--- config.mk ---
export PLATFORM = sky130hd
export DESIGN_NAME = irq_event_ctl
export DESIGN_NICKNAME = d
export VERILOG_FILES = /design/src/rtl/irq_event_pkg.sv /design/src/rtl/irq_stop_unit.sv /design/src/rtl/irq_event_ctrl.sv /design/src/rtl/irq_event_dp.sv /design/src/rtl/irq_event_ctl.sv
export SDC_FILE = /design/constraint.sdc
export NUM_CORES = 1
export LEC_CHECK = 0
export ABC_AREA = 0
export BUFFER_PORTS_ARGS = -buffer_cell sky130_fd_sc_hd__buf_2
export CORE_MARGIN = 3
export CORE_UTILIZATION = 30
export CTS_CLUSTER_DIAMETER = 60
export DETAILED_ROUTE_END_ITERATION = 10
export PLACE_DENSITY_LB_ADDON = 0.05
export SLEW_MARGIN = 20
export SYNTH_ARGS = -nofsm -noshare
export SYNTH_HDL_FRONTEND = slang
export SYNTH_SLANG_ARGS = --single-unit
--- constraint.sdc ---
create_clock -name clk -period 1.95 [get_ports clk]
set_clock_uncertainty 0.15 [all_clocks]
set_input_delay 0.195 -clock clk [delete_from_list [all_inputs] [get_ports clk]]
set_output_delay 0.195 -clock clk [all_outputs]
set_load 0.02 [all_outputs]
--- src/rtl/irq_event_pkg.sv ---
package irq_event_pkg;

  localparam int REG_W = 32;

  // Event bit positions decoded by the interrupt grouping logic
  localparam int BIT_RX_FRAME     = 7;
  localparam int BIT_RX_STOP_DONE = 8;
  localparam int BIT_TX_FRAME     = 20;
  localparam int BIT_TX_STOP_DONE = 25;

  // Stop-control register request bits
  localparam int CTL_RX_STOP = 4;
  localparam int CTL_TX_STOP = 3;

  // Register word selectors
  localparam int SEL_EVT  = 0;
  localparam int SEL_MASK = 1;
  localparam int SEL_CTL  = 2;

  function automatic logic [REG_W-1:0] bitSpan(input int lo, input int hi);
    logic [REG_W-1:0] v;
    v = '0;
    for (int i = 0; i < REG_W; i++) begin
      if (i >= lo && i <= hi) v[i] = 1'b1;
    end
    return v;
  endfunction

  localparam logic [REG_W-1:0] ERR_GROUP =
      bitSpan(0, 4) | bitSpan(8, 11) | bitSpan(16, 18) | bitSpan(22, 26) | bitSpan(28, 31);
  localparam logic [REG_W-1:0] TX_GROUP = bitSpan(BIT_TX_FRAME, BIT_TX_FRAME);
  localparam logic [REG_W-1:0] RX_GROUP = bitSpan(BIT_RX_FRAME, BIT_RX_FRAME);

  typedef struct packed {
    logic wrEvt;
    logic wrMask;
    logic wrCtl;
    logic doneRx;
    logic doneTx;
  } ctlStrobe_t;

endpackage

--- src/rtl/irq_stop_unit.sv ---
module irq_stop_unit (
  input  logic clk,
  input  logic rstN,
  input  logic req,
  input  logic busy,
  input  logic frameEnd,
  output logic done
);

  logic pendingQ;
  logic pendingD;

  // Completion: immediate when idle (or the frame ends this cycle), else deferred
  assign done = (req && (!busy || frameEnd)) || (pendingQ && frameEnd);

  always_comb begin
    pendingD = pendingQ;
    if (done)     pendingD = 1'b0;
    else if (req) pendingD = 1'b1;
  end

  always_ff @(posedge clk or negedge rstN) begin
    if (!rstN) pendingQ <= 1'b0;
    else       pendingQ <= pendingD;
  end

  // a pending stop keeps waiting while no frame end arrives
  a_r9_pending_waits: assert property (@(posedge clk) disable iff (!rstN)
    (pendingQ && !frameEnd) |-> !done);

  // a completion leaves nothing pending
  a_r9_done_clears: assert property (@(posedge clk) disable iff (!rstN)
    done |=> !pendingQ);

  // a request on an idle direction never becomes pending
  a_r8_idle_no_pending: assert property (@(posedge clk) disable iff (!rstN)
    (req && !busy && !pendingQ) |=> !pendingQ);

endmodule

--- src/rtl/irq_event_ctrl.sv ---
module irq_event_ctrl
  import irq_event_pkg::*;
#(
  parameter int WADDR_W = 2
) (
  input  logic               clk,
  input  logic               rstN,
  input  logic               busWrEn,
  input  logic [WADDR_W-1:0] busWordAddr,
  input  logic [1:0]         stopBits,     // [0] receive, [1] transmit
  input  logic               rxBusy,
  input  logic               rxFrameEnd,
  input  logic               txBusy,
  input  logic               txFrameEnd,
  output ctlStrobe_t         strb
);

  localparam int NUM_DIR = 2;

  logic wrCtl;
  logic [NUM_DIR-1:0] reqV, busyV, endV, doneV;

  assign wrCtl = busWrEn && (busWordAddr == WADDR_W'(SEL_CTL));
  assign busyV = {txBusy, rxBusy};
  assign endV  = {txFrameEnd, rxFrameEnd};

  for (genvar g = 0; g < NUM_DIR; g++) begin : g_dir
    assign reqV[g] = wrCtl && stopBits[g];
    irq_stop_unit u_unit (
      .clk      (clk),
      .rstN     (rstN),
      .req      (reqV[g]),
      .busy     (busyV[g]),
      .frameEnd (endV[g]),
      .done     (doneV[g])
    );
  end

  always_comb begin
    strb.wrEvt  = busWrEn && (busWordAddr == WADDR_W'(SEL_EVT));
    strb.wrMask = busWrEn && (busWordAddr == WADDR_W'(SEL_MASK));
    strb.wrCtl  = wrCtl;
    strb.doneRx = doneV[0];
    strb.doneTx = doneV[1];
  end

endmodule

--- src/rtl/irq_event_dp.sv ---
module irq_event_dp
  import irq_event_pkg::*;
#(
  parameter int WADDR_W = 2
) (
  input  logic               clk,
  input  logic               rstN,
  input  ctlStrobe_t         strb,
  input  logic [WADDR_W-1:0] busWordAddr,
  input  logic [REG_W-1:0]   busWrData,
  input  logic [REG_W-1:0]   evtPulse,
  output logic [REG_W-1:0]   busRdData,
  output logic               irqTx,
  output logic               irqRx,
  output logic               irqErr
);

  logic [REG_W-1:0] evtQ, maskQ, ctlQ;
  logic [REG_W-1:0] evtD, maskD, ctlD;
  logic [REG_W-1:0] setVec, clrVec;

  always_comb begin
    setVec = evtPulse;
    setVec[BIT_RX_STOP_DONE] = setVec[BIT_RX_STOP_DONE] | strb.doneRx;
    setVec[BIT_TX_STOP_DONE] = setVec[BIT_TX_STOP_DONE] | strb.doneTx;
    clrVec = strb.wrEvt ? busWrData : '0;
    evtD   = (evtQ & ~clrVec) | setVec;     // set dominates clear
    maskD  = strb.wrMask ? busWrData : maskQ;
    ctlD   = strb.wrCtl  ? busWrData : ctlQ;
  end

  always_ff @(posedge clk or negedge rstN) begin
    if (!rstN) begin
      evtQ   <= '0;
      maskQ  <= '0;
      ctlQ   <= '0;
      irqTx  <= 1'b0;
      irqRx  <= 1'b0;
      irqErr <= 1'b0;
    end else begin
      evtQ   <= evtD;
      maskQ  <= maskD;
      ctlQ   <= ctlD;
      irqTx  <= |(evtD & maskD & TX_GROUP);
      irqRx  <= |(evtD & maskD & RX_GROUP);
      irqErr <= |(evtD & maskD & ERR_GROUP);
    end
  end

  always_comb begin
    case (busWordAddr)
      WADDR_W'(SEL_EVT):  busRdData = evtQ;
      WADDR_W'(SEL_MASK): busRdData = maskQ;
      WADDR_W'(SEL_CTL):  busRdData = ctlQ;
      default:            busRdData = '0;
    endcase
  end

  // any bit set by hardware reads set after the edge, whatever was written
  a_r4_set_wins: assert property (@(posedge clk) disable iff (!rstN)
    (|setVec) |=> ((evtQ & $past(setVec)) == $past(setVec)));

  // a write-one clear with no competing set empties those bits
  a_r3_clear_takes: assert property (@(posedge clk) disable iff (!rstN)
    (strb.wrEvt && ((setVec & busWrData) == '0)) |=> ((evtQ & $past(busWrData)) == '0));

  // transmit and receive lines agree with event and mask state
  a_r5_tx_line: assert property (@(posedge clk) disable iff (!rstN)
    irqTx == (evtQ[BIT_TX_FRAME] && maskQ[BIT_TX_FRAME]));
  a_r5_rx_line: assert property (@(posedge clk) disable iff (!rstN)
    irqRx == (evtQ[BIT_RX_FRAME] && maskQ[BIT_RX_FRAME]));

  // error line is low whenever the error group is empty
  a_r6_err_quiet: assert property (@(posedge clk) disable iff (!rstN)
    ((evtQ & ERR_GROUP) == '0) |-> !irqErr);

endmodule

--- src/rtl/irq_event_ctl.sv ---
module irq_event_ctl
  import irq_event_pkg::*;
#(
  parameter int WADDR_W = 2
) (
  input  logic               clk,
  input  logic               rstN,
  input  logic               busWrEn,
  input  logic [WADDR_W-1:0] busWordAddr,
  input  logic [31:0]        busWrData,
  output logic [31:0]        busRdData,
  input  logic [31:0]        evtPulse,
  input  logic               rxBusy,
  input  logic               rxFrameEnd,
  input  logic               txBusy,
  input  logic               txFrameEnd,
  output logic               irqTx,
  output logic               irqRx,
  output logic               irqErr
);

  ctlStrobe_t strb;

  irq_event_ctrl #(.WADDR_W(WADDR_W)) u_ctrl (
    .clk         (clk),
    .rstN        (rstN),
    .busWrEn     (busWrEn),
    .busWordAddr (busWordAddr),
    .stopBits    ({busWrData[CTL_TX_STOP], busWrData[CTL_RX_STOP]}),
    .rxBusy      (rxBusy),
    .rxFrameEnd  (rxFrameEnd),
    .txBusy      (txBusy),
    .txFrameEnd  (txFrameEnd),
    .strb        (strb)
  );

  irq_event_dp #(.WADDR_W(WADDR_W)) u_dp (
    .clk         (clk),
    .rstN        (rstN),
    .strb        (strb),
    .busWordAddr (busWordAddr),
    .busWrData   (busWrData),
    .evtPulse    (evtPulse),
    .busRdData   (busRdData),
    .irqTx       (irqTx),
    .irqRx       (irqRx),
    .irqErr      (irqErr)
  );

endmodule

# [Yosys cells after proc, flatten, opt, wreduce, memory -nomap -nowiden]
# Cells that the tools add are included.
# Widths: inputs -> output; s select.
[word_totals] out_inout_bits=35 in_bits=73 register_bits=101
[classes] muxes=7 reduce_logical=19 n_eq_ne=2 bitwise_logic=6
[ops] operator="$pmux 32 s3" count=1
[ops] operator="$and 32x32->32" count=2
[ops] operator="$mux 32" count=2
[ops] operator="$not 32->32" count=1
[ops] operator="$or 32x32->32" count=1
[ops] operator="$reduce_or 21->1" count=1
[ops] operator="$logic_and 1x1->1" count=9
[ops] operator="$logic_or 1x1->1" count=4
[ops] operator="$mux 1" count=4
[ops] operator="$reduce_bool 2->1" count=2
[ops] operator="$eq 2x1->1 const B" count=1
[ops] operator="$eq 2x2->1 const B" count=1
[ops] operator="$logic_not 1->1" count=2
[ops] operator="$logic_not 2->1" count=1
[ops] operator="$or 1x1->1" count=2

# [Longest topological paths before layout]
[logic_depth] ltp_word=9 mapped_depth=7 mapped_depth_nobuf=5

# [Cells and area by module]
# From an unflattened synthesis, not the netlist that was laid out.
[hier_totals] cells_unflattened=386 area_unflattened_um2=4609.4
[by_module_without_submodules] module="irq_event_dp" area_per_inst_um2=4449.3 seq_area_each_um2=2477.4 instances=1 cells_each=368
[by_module_without_submodules] module="irq_stop_unit" area_per_inst_um2=52.6 seq_area_each_um2=25.0 instances=2 cells_each=6
[by_module_without_submodules] module="irq_event_ctrl" area_per_inst_um2=55.1 seq_area_each_um2=0.0 instances=1 cells_each=6

# [Worst setup path before layout]
# No wires, ideal clock.
[synth_timing] path_type="input to register" from="in busWordAddr[1]" to="reg u_dp.irqErr" required_time_ns=1.662 path_stages=6 n_path_buf=1 arrival_time_ns=1.819 setup_slack_ns=-0.157 cell_sequence="nand3b_1 -> clkbuf_1 -> mux2_2 -> a22oi_1 -> nand4b_1 -> or4_1"
[synth_rtl] element="start, declared" line_no="irq_event_ctl.sv:9" source="input logic [WADDR_W-1:0] busWordAddr,"
[synth_rtl] element="$eq 2x1->1" line_no="irq_event_ctrl.sv:41" source="strb.wrMask = busWrEn && (busWordAddr == WADDR_W'(SEL_MASK));"
[synth_rtl] element="$logic_and 1x1->1" line_no="irq_event_ctrl.sv:41"
[synth_rtl] element="$mux 32" line_no="irq_event_dp.sv:28" source="maskD = strb.wrMask ? busWrData : maskQ;"
[synth_rtl] element="net u_dp.maskD[22]" line_no="irq_event_dp.sv:19" source="logic [REG_W-1:0] evtD, maskD, ctlD;"
[synth_rtl] element="$and 32x32->32"
[synth_rtl] element="$reduce_or 21->1" line_no="irq_event_dp.sv:46" source="irqErr <= |(evtD & maskD & ERR_GROUP);"
[synth_rtl] element="end signal, assigned" line_no="irq_event_dp.sv:46"
[synth_rtl] element="end, declared" line_no="irq_event_dp.sv:15" source="output logic irqErr"
# The timed path passes the listed nets, and every way through them passes these cells.
# A chain may end at the register's enable or synchronous reset.

# [Worst setup path in the final report]
# Ends and elaborated chain as after synthesis.

==> results.cfg <==
[critical_path]
cp-end-kind = flip-flop
r2r_slack_ns = 0.05
arrival_ns = 2.01
start_kind = input pin
ff2ff_path_depth = 4
crit_type = input pin to flip-flop
required_ns = 2.02
worst-path-max-fanout = 7
reg2reg_from = u_ctrl.g_dir[0].u_unit.pendingQ
r2r_end = u_dp.irqErr

[sta]
fmax_ghz = 0.515
finalHoldViolations = 0
slew_violations = 0
period_needed_ns = 1.94
tightest_slew_ns = 0.416
rsz0062_at_grt = yes
timing.final.ws_setup_ns = 0.00711
setup_viol = 0
finalCritPeriodShare_pct = 99.6
slew-limit-headroom_pct = 72.3

[placed_design]
gp_congestion = 0.776
dpl-instance-area_um2 = 5590
pre_cts_slack_ns = -0.455
port_buffers = 107
dp_hpwl_mm = 9.75

[yosys]
synth_top_flop_cell = dfrtp_1
avgSynthCellArea_um2 = 11.8
netlist_instances = 390
synth_top_area_share_pct = 54.8
syn-cell-area_um2 = 4610
synth_seq_area_share_pct = 54.8
synth_area_leaders = dfrtp_1 55%, mux2_2 15%, mux2i_1 7.4%, o21ai_0 4.1%, nand2_1 4.0%
yosysWarnings = 0
synth_top_cell_by_area = dfrtp_1
synth_edf_count = 0
syn_nets = 463
synth_common_cells = 101 x dfrtp_1, 62 x mux2_2, 49 x nand2_1
ys_types = 32
synth.most_common_cell = dfrtp_1
synth-seq-cells = 101
async_flop_share_pct = 100

[detailed_routing]
vias_per_cell = 4.78
wl_mm = 13.8
wl_per_cell_um = 17.3
final_antenna_net_count = 0
vias = 3799
dr.pass1.iters = 4
drcViolationCount = 0
drt-initial-drc-count = 167

[hold_path]
whs_path_depth = 2
min-delay-start = busWrData[17]
hold_path_end = u_dp.maskQ[17]
hold_class = input pin to flip-flop

[run_status]
status = complete, no violations

[clocking]
clock_latency_ns = 0.34
cts_max_level = 3
clockBufferDepth = 2
cts-buffers-inserted = 9
root_buffer = clkbuf_16
clk_pin_slew_ns = 0.07
cts.sinks = 101
tritoncts = done

[layout]
fillerInstances = 1434
drive_gt1_share_pct = 38.8
multi_input_area_um2 = 2010
finish.utilization_pct = 45.9
nets = 681
ff_latch_area_um2 = 2530
area_growth_pct = 47.3
diodes = 0
fin_area_um2 = 6800

[pwr]
p_per_area_nw_per_um2 = 808
peakVddDrop_mv = 0.596
p_total_mw = 5.49
p_leak_nw = 3.01

[grt]
grt_pass1_vias = 3966
gr-usage-all-layers_pct = 17.0
grt_max_degree = 60
grt_antenna_before_repair = 0
grt_overflow_total = 0
grt_pass1_wl_mm = 21.9

[die]
die_x_um = 130
io_pins = 108
die_h_um = 130
core_um2 = 14800
die-area_um2 = 16900
rows = 44
initial_utilization_pct = 31.1

[job]
timing.max_cap.violations = 0
[state kept, by name, summed over array words and instances, names as in the netlist, named ones only]
register / cells
u_dp.ctlQ: 32
u_dp.irqErr: 1
u_dp.irqTx: 1
u_ctrl.g_dir.u_unit.pendingQ: 2
u_dp.irqRx: 1
u_dp.maskQ: 23
u_dp.evtQ: 32
[cell type report]
| class | count | share of cell area, % |
|---|---|---|
| multi-input combinational | 260 | 29.6 |
| inverter | 8 | 0.442 |
| sequential | 101 | 37.2 |
| clock inverter | 2 | 0.516 |
| timing repair buffer | 228 | 25.2 |
| clock buffer | 12 | 3.63 |
| tap | 184 | 3.39 |
[worst max-delay path: stages]
cell,delay [ns]
clkbuf_4,0.16
nand3b_1,0.14
buf_6,0.14
buf_12,0.13
mux2_2,0.34
a22o_1,0.24
nand4b_1,0.19
or4_1,0.48
[how the worst max path moves through the flow]
| stage | start | to | slack, ns | depth (start not counted) |
|---|---|---|---|---|
| finish | busWordAddr[1] | u_dp.irqErr | 0.007 | 8 |
| global route | busWordAddr[1] | u_dp.irqErr | -0.03 | 8 |
| CTS | busWordAddr[0] | u_dp.irqErr | 0.0003 | 8 |
| detailed placement | busWordAddr[0] | u_dp.irqErr | -0.46 | 8 |
| global placement | busWordAddr[0] | u_dp.irqErr | -0.45 | 8 |
| floorplan | busWordAddr[1] | u_dp.irqErr | -0.01 | 6 |
[per-stage QoR]
step,std cells,TNS [ns],hold slack (ns)
floorplan,390,-0.0105,-0.251
global placement,695,-0.447,0.00844
detailed placement,695,-0.455,0.0135
CTS,790,0,0.000250
global route,795,-0.0316,0.0232
finish,795,0,0.0237
[power by group]
group	internal [mW]	total, mW	switching [mW]
Sequential	2.38	2.51	0.137
Combinational	0.625	1.21	0.582
Clock	1.02	1.77	0.752
Total	4.02	5.49	1.47
[metal layers]
metal	vias up	wire length, µm	GRT usage [%]
met5	-	0	0
met4	0	153	4.22
met3	10	535	3.93
met2	89	6500	27.0
met1	1875	6590	23.7
li1	1825	-	-
[cell usage in the layout (no fill, tap or decap), types with 5 or more instances in the layout]
master and n:
nand2_1 48, or2_2 5, inv_1 8, nor2_1 10, buf_6 6, a21boi_0 5, buf_2 105, dlygate4sd3_1 80
mux2_2 62, clkbuf_16 10, a31oi_1 8, buf_4 33, or4bb_1 5, o21ai_0 37, a21o_1 17, dfrtp_1 101
mux2i_1 34, a22oi_2 6
[what timing repair did]
item,CTS,global route
hold endpoints to repair,115,1
hold buffers,79,1
gates resized for setup,2,13
cloned,0,1
setup endpoints to repair,1,2
setup buffers,2,3
pin swaps,0,4
[kinds of logic (layout without fill, tap and decap cells)]
family,Yosys count,in the layout,share of synthesized area [%]
flip-flops,101,101,54.8
multiplexers,96,96,22.5
AND/OR/NAND/NOR,84,84,9.28
AO/OA/AOI/OAI,80,80,10.9
buffers and inverters,29,250,2.52
Note: power is estimated with default switching activity, not from simulation.
